**config.mk**
```make
export PLATFORM = sky130hd
export DESIGN_NAME = aud_frame_timer
export DESIGN_NICKNAME = d
export VERILOG_FILES = /design/src/rtl/aft_pkg.sv /design/src/rtl/aft_cfg_decode.sv /design/src/rtl/aft_seq.sv /design/src/rtl/aft_shaper.sv /design/src/rtl/aud_frame_timer.sv
export SDC_FILE = /design/constraint.sdc
export NUM_CORES = 1
export LEC_CHECK = 0
export ABC_AREA = 1
export BUFFER_PORTS_ARGS = -buffer_cell sky130_fd_sc_hd__buf_2
export CAP_MARGIN = 20
export CORE_ASPECT_RATIO = 1.1
export CORE_MARGIN = 2
export CORE_UTILIZATION = 60
export DETAILED_ROUTE_END_ITERATION = 10
export GPL_TIMING_DRIVEN = 0
export HOLD_SLACK_MARGIN = 0.02
export PLACE_DENSITY = 0.79
export SYNTH_ARGS = -nofsm -noshare
export SYNTH_HDL_FRONTEND = slang
export SYNTH_HIERARCHICAL = 1
export SYNTH_SLANG_ARGS = --single-unit
```
**constraint.sdc**
```tcl
create_clock -name clk -period 7.2 [get_ports clk]
set_input_delay 2.16 -clock clk [delete_from_list [all_inputs] [get_ports clk]]
set_output_delay 2.16 -clock clk [all_outputs]
set_load 0.05 [all_outputs]
```
**src/rtl/aft_pkg.sv**
```systemverilog
package aft_pkg;

   typedef enum logic [1:0] {
      FMT_I2S    = 2'd0,
      FMT_LJ     = 2'd1,
      FMT_TDM    = 2'd2,
      FMT_TDM_LJ = 2'd3
   } aft_fmt_e;

   typedef enum logic [1:0] {
      SYNC_SLOT = 2'd0,
      SYNC_HALF = 2'd1,
      SYNC_BIT  = 2'd2,
      SYNC_RSVD = 2'd3
   } aft_sync_e;

   function automatic int unsigned aft_max(int unsigned a, int unsigned b);
      return (a > b) ? a : b;
   endfunction

endpackage

```
**src/rtl/aft_cfg_decode.sv**
```systemverilog
module aft_cfg_decode
   import aft_pkg::*;
#(
   parameter int RATIO_W    = 6,
   parameter int CH_W       = 3,
   parameter int RATIO_UNIT = 16,
   parameter int SLOT_W_A   = 32,
   parameter int SLOT_W_B   = 24,
   parameter int DIV_W      = 11,
   parameter int LEN_W      = 6,
   parameter int NSL_W      = 4
) (
   input  logic [1:0]         fmt,
   input  logic [CH_W-1:0]    chan_m1,
   input  logic [1:0]         sync_shape,
   input  logic               slot_sel,
   input  logic [RATIO_W-1:0] ratio,
   output logic [DIV_W-1:0]   bit_div,
   output logic [LEN_W-1:0]   slot_len,
   output logic [NSL_W-1:0]   nslots,
   output logic [NSL_W-1:0]   half_slots,
   output logic               err
);

   logic [DIV_W-1:0] num;
   logic [DIV_W-1:0] quo [2];
   logic [DIV_W-1:0] rem [2];
   logic [DIV_W-1:0] rem_sel;
   logic [NSL_W-1:0] half_raw;

   assign num = (DIV_W'(ratio) + DIV_W'(1)) * DIV_W'(RATIO_UNIT);

   for (genvar gi = 0; gi < 2; gi++) begin : g_width
      localparam int SW = (gi == 0) ? SLOT_W_A : SLOT_W_B;
      assign quo[gi] = num / DIV_W'(SW);
      assign rem[gi] = num % DIV_W'(SW);
   end

   assign bit_div  = slot_sel ? quo[1] : quo[0];
   assign rem_sel  = slot_sel ? rem[1] : rem[0];
   assign slot_len = slot_sel ? LEN_W'(SLOT_W_B) : LEN_W'(SLOT_W_A);

   always_comb begin
      if (fmt[1]) nslots = NSL_W'(chan_m1) + NSL_W'(1);
      else        nslots = NSL_W'(2);
   end

   assign half_raw   = nslots >> 1;
   assign half_slots = (half_raw == '0) ? NSL_W'(1) : half_raw;

   assign err = (rem_sel != '0) || (bit_div < DIV_W'(2)) ||
                (fmt[1] && (aft_sync_e'(sync_shape) == SYNC_RSVD));

endmodule

```
**src/rtl/aft_seq.sv**
```systemverilog
module aft_seq #(
   parameter int CH_W  = 3,
   parameter int DIV_W = 11,
   parameter int BIT_W = 5,
   parameter int LEN_W = 6,
   parameter int NSL_W = 4
) (
   input  logic             clk,
   input  logic             rst_n,
   input  logic             start,
   input  logic             stop,
   input  logic             srst,
   input  logic             err,
   input  logic [DIV_W-1:0] bit_div,
   input  logic [LEN_W-1:0] slot_len,
   input  logic [NSL_W-1:0] nslots,
   output logic             run_n,
   output logic [DIV_W-1:0] div_n,
   output logic [BIT_W-1:0] bit_n,
   output logic [CH_W-1:0]  slot_n
);

   logic             run_q, stop_q, stop_nx;
   logic [DIV_W-1:0] div_q;
   logic [BIT_W-1:0] bit_q;
   logic [CH_W-1:0]  slot_q;
   logic             last_div, last_bit, last_slot, frame_end;

   assign last_div  = div_q >= (bit_div - DIV_W'(1));
   assign last_bit  = LEN_W'(bit_q) >= (slot_len - LEN_W'(1));
   assign last_slot = NSL_W'(slot_q) >= (nslots - NSL_W'(1));
   assign frame_end = last_div && last_bit && last_slot;

   always_comb begin
      run_n  = run_q;
      div_n  = div_q;
      bit_n  = bit_q;
      slot_n = slot_q;
      if (srst) begin
         run_n  = 1'b0;
         div_n  = '0;
         bit_n  = '0;
         slot_n = '0;
      end else if (!run_q) begin
         run_n  = start && !err;
         div_n  = '0;
         bit_n  = '0;
         slot_n = '0;
      end else if (frame_end && (stop_q || stop)) begin
         run_n  = 1'b0;
         div_n  = '0;
         bit_n  = '0;
         slot_n = '0;
      end else if (last_div) begin
         div_n = '0;
         if (last_bit) begin
            bit_n  = '0;
            slot_n = last_slot ? '0 : slot_q + CH_W'(1);
         end else begin
            bit_n = bit_q + BIT_W'(1);
         end
      end else begin
         div_n = div_q + DIV_W'(1);
      end
   end

   assign stop_nx = !srst && run_n && (stop_q || (run_q && stop));

   always_ff @(posedge clk or negedge rst_n) begin
      if (!rst_n) begin
         run_q  <= 1'b0;
         stop_q <= 1'b0;
         div_q  <= '0;
         bit_q  <= '0;
         slot_q <= '0;
      end else begin
         run_q  <= run_n;
         stop_q <= stop_nx;
         div_q  <= div_n;
         bit_q  <= bit_n;
         slot_q <= slot_n;
      end
   end

endmodule

```
**src/rtl/aft_shaper.sv**
```systemverilog
module aft_shaper
   import aft_pkg::*;
#(
   parameter int CH_W  = 3,
   parameter int DIV_W = 11,
   parameter int BIT_W = 5,
   parameter int NSL_W = 4
) (
   input  logic             clk,
   input  logic             rst_n,
   input  logic [1:0]       fmt,
   input  logic [1:0]       sync_shape,
   input  logic [NSL_W-1:0] half_slots,
   input  logic [DIV_W-1:0] bit_div,
   input  logic             mclk_req,
   input  logic             run_n,
   input  logic [DIV_W-1:0] div_n,
   input  logic [BIT_W-1:0] bit_n,
   input  logic [CH_W-1:0]  slot_n,
   output logic             bclk,
   output logic             wsel,
   output logic             msb_strobe,
   output logic [CH_W-1:0]  slot_idx,
   output logic             active,
   output logic             mclk_gate_en
);

   logic             frame_ws, idle_ws, ws_d, bclk_d, msb_d;
   logic [DIV_W-1:0] high_from;
   logic [BIT_W-1:0] msb_bit;
   logic             first_slot;

   assign first_slot = (slot_n == '0);
   assign idle_ws    = (aft_fmt_e'(fmt) == FMT_I2S);
   assign high_from  = bit_div - (bit_div >> 1);
   assign msb_bit    = fmt[0] ? BIT_W'(0) : BIT_W'(1);

   always_comb begin
      unique case (aft_fmt_e'(fmt))
         FMT_I2S: frame_ws = !first_slot;
         FMT_LJ:  frame_ws = first_slot;
         default: begin
            unique case (aft_sync_e'(sync_shape))
               SYNC_SLOT: frame_ws = first_slot;
               SYNC_HALF: frame_ws = NSL_W'(slot_n) < half_slots;
               SYNC_BIT:  frame_ws = first_slot && (bit_n == '0);
               default:   frame_ws = 1'b0;
            endcase
         end
      endcase
   end

   assign ws_d   = run_n ? frame_ws : idle_ws;
   assign bclk_d = run_n && (div_n >= high_from);
   assign msb_d  = run_n && (div_n == '0) && (bit_n == msb_bit);

   always_ff @(posedge clk or negedge rst_n) begin
      if (!rst_n) begin
         bclk         <= 1'b0;
         wsel         <= 1'b1;
         msb_strobe   <= 1'b0;
         slot_idx     <= '0;
         active       <= 1'b0;
         mclk_gate_en <= 1'b0;
      end else begin
         bclk         <= bclk_d;
         wsel         <= ws_d;
         msb_strobe   <= msb_d;
         slot_idx     <= slot_n;
         active       <= run_n;
         mclk_gate_en <= mclk_req;
      end
   end

endmodule

```
**src/rtl/aud_frame_timer.sv**
```systemverilog
module aud_frame_timer
   import aft_pkg::*;
#(
   parameter int RATIO_W    = 6,
   parameter int CH_W       = 3,
   parameter int RATIO_UNIT = 16,
   parameter int SLOT_W_A   = 32,
   parameter int SLOT_W_B   = 24
) (
   input  logic               clk,
   input  logic               rst_n,
   input  logic               clk_on,
   input  logic               clk_off,
   input  logic               soft_rst,
   input  logic [1:0]         cfg_fmt,
   input  logic [CH_W-1:0]    cfg_chan_m1,
   input  logic [1:0]         cfg_sync_shape,
   input  logic               cfg_slot_sel,
   input  logic [RATIO_W-1:0] cfg_ratio,
   input  logic               cfg_mclk_out,
   output logic               bclk,
   output logic               wsel,
   output logic               mclk_gate_en,
   output logic [CH_W-1:0]    slot_idx,
   output logic               msb_strobe,
   output logic               active,
   output logic               cfg_err
);

   localparam int MAX_SW = aft_max(SLOT_W_A, SLOT_W_B);
   localparam int DIV_W  = $clog2((2 ** RATIO_W) * RATIO_UNIT + 1);
   localparam int BIT_W  = $clog2(MAX_SW);
   localparam int LEN_W  = $clog2(MAX_SW + 1);
   localparam int NSL_W  = CH_W + 1;

   if (SLOT_W_A < 2 || SLOT_W_B < 2) begin : g_bad_slot
      $error("aud_frame_timer: slot widths must be at least 2");
   end
   if (CH_W < 1 || RATIO_W < 1 || RATIO_UNIT < 1) begin : g_bad_width
      $error("aud_frame_timer: CH_W, RATIO_W and RATIO_UNIT must be positive");
   end

   logic [DIV_W-1:0] bit_div, div_n;
   logic [LEN_W-1:0] slot_len;
   logic [NSL_W-1:0] nslots, half_slots;
   logic [BIT_W-1:0] bit_n;
   logic [CH_W-1:0]  slot_n;
   logic             run_n;

   aft_cfg_decode #(
      .RATIO_W(RATIO_W), .CH_W(CH_W), .RATIO_UNIT(RATIO_UNIT),
      .SLOT_W_A(SLOT_W_A), .SLOT_W_B(SLOT_W_B),
      .DIV_W(DIV_W), .LEN_W(LEN_W), .NSL_W(NSL_W)
   ) u_dec (
      .fmt(cfg_fmt), .chan_m1(cfg_chan_m1), .sync_shape(cfg_sync_shape),
      .slot_sel(cfg_slot_sel), .ratio(cfg_ratio),
      .bit_div(bit_div), .slot_len(slot_len), .nslots(nslots),
      .half_slots(half_slots), .err(cfg_err)
   );

   aft_seq #(
      .CH_W(CH_W), .DIV_W(DIV_W), .BIT_W(BIT_W), .LEN_W(LEN_W), .NSL_W(NSL_W)
   ) u_seq (
      .clk(clk), .rst_n(rst_n), .start(clk_on), .stop(clk_off),
      .srst(soft_rst), .err(cfg_err), .bit_div(bit_div),
      .slot_len(slot_len), .nslots(nslots),
      .run_n(run_n), .div_n(div_n), .bit_n(bit_n), .slot_n(slot_n)
   );

   aft_shaper #(
      .CH_W(CH_W), .DIV_W(DIV_W), .BIT_W(BIT_W), .NSL_W(NSL_W)
   ) u_shp (
      .clk(clk), .rst_n(rst_n), .fmt(cfg_fmt), .sync_shape(cfg_sync_shape),
      .half_slots(half_slots), .bit_div(bit_div), .mclk_req(cfg_mclk_out),
      .run_n(run_n), .div_n(div_n), .bit_n(bit_n), .slot_n(slot_n),
      .bclk(bclk), .wsel(wsel), .msb_strobe(msb_strobe),
      .slot_idx(slot_idx), .active(active), .mclk_gate_en(mclk_gate_en)
   );

endmodule

```
### Yosys cells after proc, flatten, opt, wreduce, memory -nomap -nowiden

Index checks and enable logic that the tools add are counted.

* register bits: 25
* output and inout port bits: 9
* input bits: 20

* $add $sub $neg: 9
* eq/ne operators: 5
* mux-type cells: 27
* divide/modulo/power cells: 2
* reductions and logical operators: 26
* order comparisons: 6

Operators by type and width (number)
* $mux W11: 6
* $mux W5: 5
* $ge A11 B11 Y1: 2
* $mux W3: 7
* $logic_and A1 B1 Y1: 12
* $add A11 B1 Y11 const B: 1
* $div A11 B5 Y11 const B: 1
* $logic_not A11 Y1: 1
* $lt A11 B2 Y1 const B: 1
* $mod A11 B5 Y11 const B: 1
* $reduce_bool A11 Y1: 1
* $sub A11 B1 Y11 const B: 1
* $sub A11 B10 Y11: 1
* $add A6 B1 Y7 const B: 1
* $ge A5 B6 Y1: 1
* $mux W6: 1
* $sub A6 B1 Y6 const B: 1
* $add A5 B1 Y5 const B: 1
* $eq A5 B5 Y1: 1
* $logic_not A5 Y1: 1
* $mux W1: 5
* $add A3 B1 Y4 const B: 1
* $eq A2 B1 Y1 const B: 2
* $eq A2 B2 Y1 const B: 2
* 12 further kinds: 18

### Longest topological paths before layout

* depth in word-level cells: 16
* gate-level depth with buffers: 54
* mapped depth without buffers: 54

### Modules after synthesis

The synthesis kept the hierarchy.

Modules (own cells, without submodules)
* aft_seq: area each 1856.8 um^2, times used 1, cells each 243, seq. area each 525.5 um^2
* aft_shaper: area each 1247.4 um^2, times used 1, cells each 200, seq. area each 201.4 um^2
* aft_cfg_decode: area each 845.8 um^2, times used 1, cells each 150, seq. area each 0.0 um^2

### Least setup slack after synthesis

No wires, ideal clock.

* path kind: input -> register
* from: input port cfg_ratio[0]
* to: register u_shp.bclk
* path buffers: 1
* stages: 50
* setup time: 0.115 ns
* path slack: -0.088 ns
* data required time: 7.085 ns
* arrival time: 7.172 ns
* path through: ha_1 > nand3_2 > nor2_1 > nand2_1 > nand2_2 > inv_1 > nand2_2 > nand2_2 > nand2_2 > nand3_2 > nand2_2 > nand2_4 > nand3_4 > nand2_2 > inv_1 > nand3_1 > nand2_1 > inv_1 > [... 14 more ...] > ha_1 > nand2_1 > inv_2 > a21oi_2 > nand2_1 > nor2_4 > nand2_1 > buf_6 > nor3_2 > ha_1 > nand2_1 > inv_1 > nand2_1 > nand2_1 > nand2_1 > nand3_1 > nor2_1 > nor2_1

* cells in the longest elaborated chain, start to end: 13

RTL lines
* start, declared: line aud_frame_timer.sv:19 `input logic [RATIO_W-1:0] cfg_ratio,`
* $add A6 B1 Y7 (*): line aft_cfg_decode.sv:31 `assign num = (DIV_W'(ratio) + DIV_W'(1)) * DIV_W'(RATIO_UNIT);`
* $div A11 B5 Y11: line aft_cfg_decode.sv:35 `assign quo[gi] = num / DIV_W'(SW);`
* $mux W11 (*): line aft_cfg_decode.sv:39 `assign bit_div = slot_sel ? quo[1] : quo[0];`
* via bit_div[0]: line aud_frame_timer.sv:43 `logic [DIV_W-1:0] bit_div, div_n;`
* $sub A11 B1 Y11 (*): line aft_seq.sv:29 `assign last_div = div_q >= (bit_div - DIV_W'(1));`
* $ge A11 B11 Y1 (*): line aft_seq.sv:29
* $logic_and A1 B1 Y1 (2 in series): line aft_seq.sv:32 `assign frame_end = last_div && last_bit && last_slot;`
* $logic_and A1 B1 Y1: line aft_seq.sv:49 `end else if (frame_end && (stop_q || stop)) begin`
* $mux W11 (*): line aft_seq.sv:49
* $mux W11 (*): line aft_seq.sv:44 `end else if (!run_q) begin`
* $mux W11 (*): line aft_seq.sv:39 `if (srst) begin`
* via div_n[6]: line aud_frame_timer.sv:43
* $ge A11 B11 Y1 (*): line aft_shaper.sv:54 `assign bclk_d = run_n && (div_n >= high_from);`
* $logic_and A1 B1 Y1 (*): line aft_shaper.sv:54
* via u_shp.bclk_d: line aft_shaper.sv:28 `logic frame_ws, idle_ws, ws_d, bclk_d, msb_d;`
* end signal, assigned: line aft_shaper.sv:66 `bclk <= bclk_d;`
* end, declared: line aft_shaper.sv:20 `output logic bclk,`

Mark *: on every way through the listed nets, which the timed path passes. The rest lies on a longest branch.

### Worst setup path in the final report

Ends and elaborated chain as after synthesis.

==> metrics.md <==
| Metric | Value |
|---|---|
| Yosys top cell area share | `17.7%` |
| Ys flop type | `dfrtp_1` |
| Comb pwr share | `51.4%` |
| Register share of total power | `between 20% and 30%` |
| Final worst path period need | `~7.3 ns` |
| Status | `complete, but fails checks` |
| Crit end category | `flop` |
| Antenna diode count | `0` |
| Final period util | `102%` |
| Clock Path Buffers | `2` |
| CP max stage delay | `about 0.3 ns` |
| Initial antenna violation count | `0` |
| GPL Wtd Cong | `0.824` |
| PwrDens | `143 nW/µm²` |
| P&R area growth vs syn | `25.2%` |
| Reg area | `between 700 and 800 µm²` |
| Hold_ws | `0.496 ns` |
| Die Height | `89.1 µm` |
| Synth unique cells | `42` |
| Fraction of layout cells with a size suffix above 1 | `between 20% and 30%` |
| Most frequent cells in the layout | `135 x nand2_1, 97 x inv_1, 49 x ha_1` |
| First-pass GRT wire length | `roughly 16000 µm` |
| Setup TNS Final | `-0.226 ns` |
| Worst r2r dst | `u_shp/bclk` |
| RSZ-0062 raised after global routing | `yes` |
| Seq/Total Area, Yosys | `18.4%` |
| Area leader, netlist | `dfrtp_1` |
| DR vias | `roughly 4100` |
| Drt pass-1 iters | `5` |
| Setup ws final | `-0.141 ns` |
| Antenna-violating nets left | `0` |
| Vias per inst | `5.44` |
| Worst path slowest cell | `ha_1` |
| Worst R2R Path Depth | `20` |
| Sw frac | `roughly 40%` |
| Worst IR Drop VDD | `119 µV` |
| Global Route Usage Sum | `~28%` |
| Starting Density | `around 61%` |
| Clock network power share | `24.9%` |
| Rows | `31` |
| Io pins | `29` |
| WS Path Type | `input pin to flop` |
| EDFF count, synth | `0` |
| Slew margin rel. | `22.0%` |
| Max Fclk | `0.136 GHz` |
| Clk pin slew, worst setup/hold paths | `0.06 ns` |
| PortBufs | `28` |
| Reg2reg start | `u_seq/div_q[4]` |
| Total clock sinks | `29` |
| Pwr Total | `0.000709 W` |
| Cell family with the largest share of critical-path delay | `simple AND/OR/NAND/NOR gates` |
| Largest net degree at the start of global routing | `30` |
| CTS tree | `done` |
| CP endpoint | `u_shp/bclk` |
| Clk_lat worst skew | `0.29 ns` |
| Root buf cell | `clkbuf_8` |
| Detailed placement HPWL | `approximately 6800 µm` |
| Synth warnings | `6` |
| Max FO, Critical Path | `5` |
| Leading post-synthesis cells by cell area | `dfrtp_1 18%, ha_1 17%, nand2_1 14%` |
| Lkg Pwr | `2.57 nW` |
| Crit path DAT | `7.52 ns` |
| Final setup fails | `2` |
| Core ar. | `6480 µm²` |
| Int Power | `0.000424 W` |
| Max H-tree Level | `2` |
| Sum of buffers and inverters on the critical path | `9` |
| Max Cap Violations | `0` |
| R2R setup slack | `4.45 ns` |
| Post-Syn Area | `3950 µm²` |
| Setup crit start | `cfg_ratio[0]` |
| CP dominant cell by count | `nand2_2` |
| Post-synthesis cell count | `about 590` |
| DR WL/cell | `13.7 µm` |
| Total die area | `7250 µm²` |
| Worst Skew | `0.00551 ns` |
| Worst endpoint required time | `7.37 ns` |
| Synth async-reset ratio | `100%` |
| Hold buffer count at cts | `0` |
| Vias in the first global route | `~3800` |
| Fin. max-slew vios | `0` |
| Routed WL | `10300 µm` |
| Final Hold Vio Count | `0` |
| Worst path depth | `54` |
| Most common cell after layout, fill and taps aside | `nand2_1` |
| P_sw | `0.000285 W` |
| Critical Path Start Type | `input pin` |
| Gr ovfl total | `0` |
| Slew @ Worst Pin | `~1.2 ns` |
| Filler cells | `491` |
| Fin nets | `~750` |
| # DRC | `0` |
| Cts bufs inserted | `5` |
| Area of the multi-input gates | `3040 µm²` |
| Synthesized flop and latch total | `29` |
| Number of DRC markers in iteration 0 | `~240` |
| Avg Inst Size Synth | `6.66 µm²` |
| Failing checks | `setup timing` |
| Chip width | `81.4 µm` |
| Hold crit path type | `flop to flop` |
## sequential cells by signal (all words and copies together) (netlist names)
name / count
u_seq/run_q: 1
u_shp/wsel: 1
u_shp/bclk: 1
u_shp/active: 1
u_shp/mclk_gate_en: 1
u_shp/msb_strobe: 1
u_seq/div_q: 11
u_shp/slot_idx: 3
u_seq/stop_q: 1
u_seq/slot_q: 3
u_seq/bit_q: 5
## logic make-up (layout without fill, tap and decap cells)
kind of cell	Yosys count	count (layout)	share of synthesized area [%]
flip-flops	29	29	18.4
other	1	8	0.0949
AO/OA/AOI/OAI	44	44	6.40
AND/OR/NAND/NOR	315	315	38.3
adder cells (fa/ha/maj)	54	54	17.3
XOR/XNOR	29	29	6.62
buffers and inverters	121	193	12.9
## cells in the mapped netlist, types with 2 or more instances
cell and n:
buf_4 12, dfrtp_1 28, nor3_2 5, nor4_1 3, inv_2 5, o21bai_1 4, nand4_1 10, nor2_2 5
ha_1 53, nand3_2 3, or2_2 3, inv_1 102, a21oi_1 21, nand2_2 19, nor2_4 3, xnor2_1 15
a21oi_2 3, and3_1 2, nor3_1 11, nand3b_1 4, o21ai_0 11, nand2_1 148, xor2_1 13, nand3_4 3
nand3_1 34, nor2_1 57
## routing by layer
metal | vias up | part of all wire [%] | GRT usage, % | routed length (µm)
li1 | 2020 | - | - | -
met5 | - | 0 | 0 | 0
met4 | 0 | 2.9 | 12.5 | 303
met1 | 1921 | 40 | 30.8 | 4160
met2 | 132 | 53 | 52.2 | 5430
met3 | 32 | 4.3 | 4.04 | 449
## timing repair
action / in CTS / in global routing
pin swaps: 31 / 34
resized for setup: 43 / 42
endpoints found under the setup margin: 3 / 9
buffers inserted: 23 / 12
cloned: 1 / 0
## power groups by stage
stage | clock network [W] | logic [W] | registers [W]
detailed placement | 0 | 0.000284 | 0.000171
global route | 0.000185 | 0.000406 | 0.000168
finish | 0.000177 | 0.000364 | 0.000168
global placement | 0 | 0.000275 | 0.000171
floorplan | 0 | 0.000219 | 0.000178
CTS | 0.000180 | 0.000316 | 0.000168
## worst min path at each step
stage,end,cells past startpoint,start
floorplan,u_seq/div_q[0],1,u_seq/div_q[0]
global placement,u_seq/div_q[0],1,u_seq/div_q[0]
detailed placement,u_seq/div_q[0],1,u_seq/div_q[0]
CTS,u_seq/div_q[0],1,u_seq/div_q[0]
global route,u_seq/div_q[0],1,u_seq/div_q[0]
finish,u_seq/div_q[0],1,u_seq/div_q[0]
## cell type report
| class | count | area share (%) |
|---|---|---|
| timing repair buffer | 64 | 8.96 |
| clock buffer | 7 | 1.75 |
| sequential | 29 | 14.7 |
| buffer | 14 | 2.35 |
| clock inverter | 1 | 0.607 |
| inverter | 107 | 8.17 |
| tap | 82 | 2.07 |
| multi-input combinational | 450 | 61.4 |
## metrics by stage
| stage | area [µm²] | instances | setup slack, ns | utilization, % |
|---|---|---|---|---|
| 4_1_cts | 4680 | 742 | -0.0550 | 72.2 |
| 3_3_place_gp | 4230 | 710 | -0.874 | 65.3 |
| 2_1_floorplan | 3980 | 600 | 0.0140 | - |
| 3_5_place_dp | 4230 | 710 | -0.998 | 65.3 |
| 6_report | 4950 | 754 | -0.141 | 76.4 |
| 5_1_grt | 4950 | 754 | -0.518 | 76.4 |
Note: power is estimated with default switching activity, not from simulation.
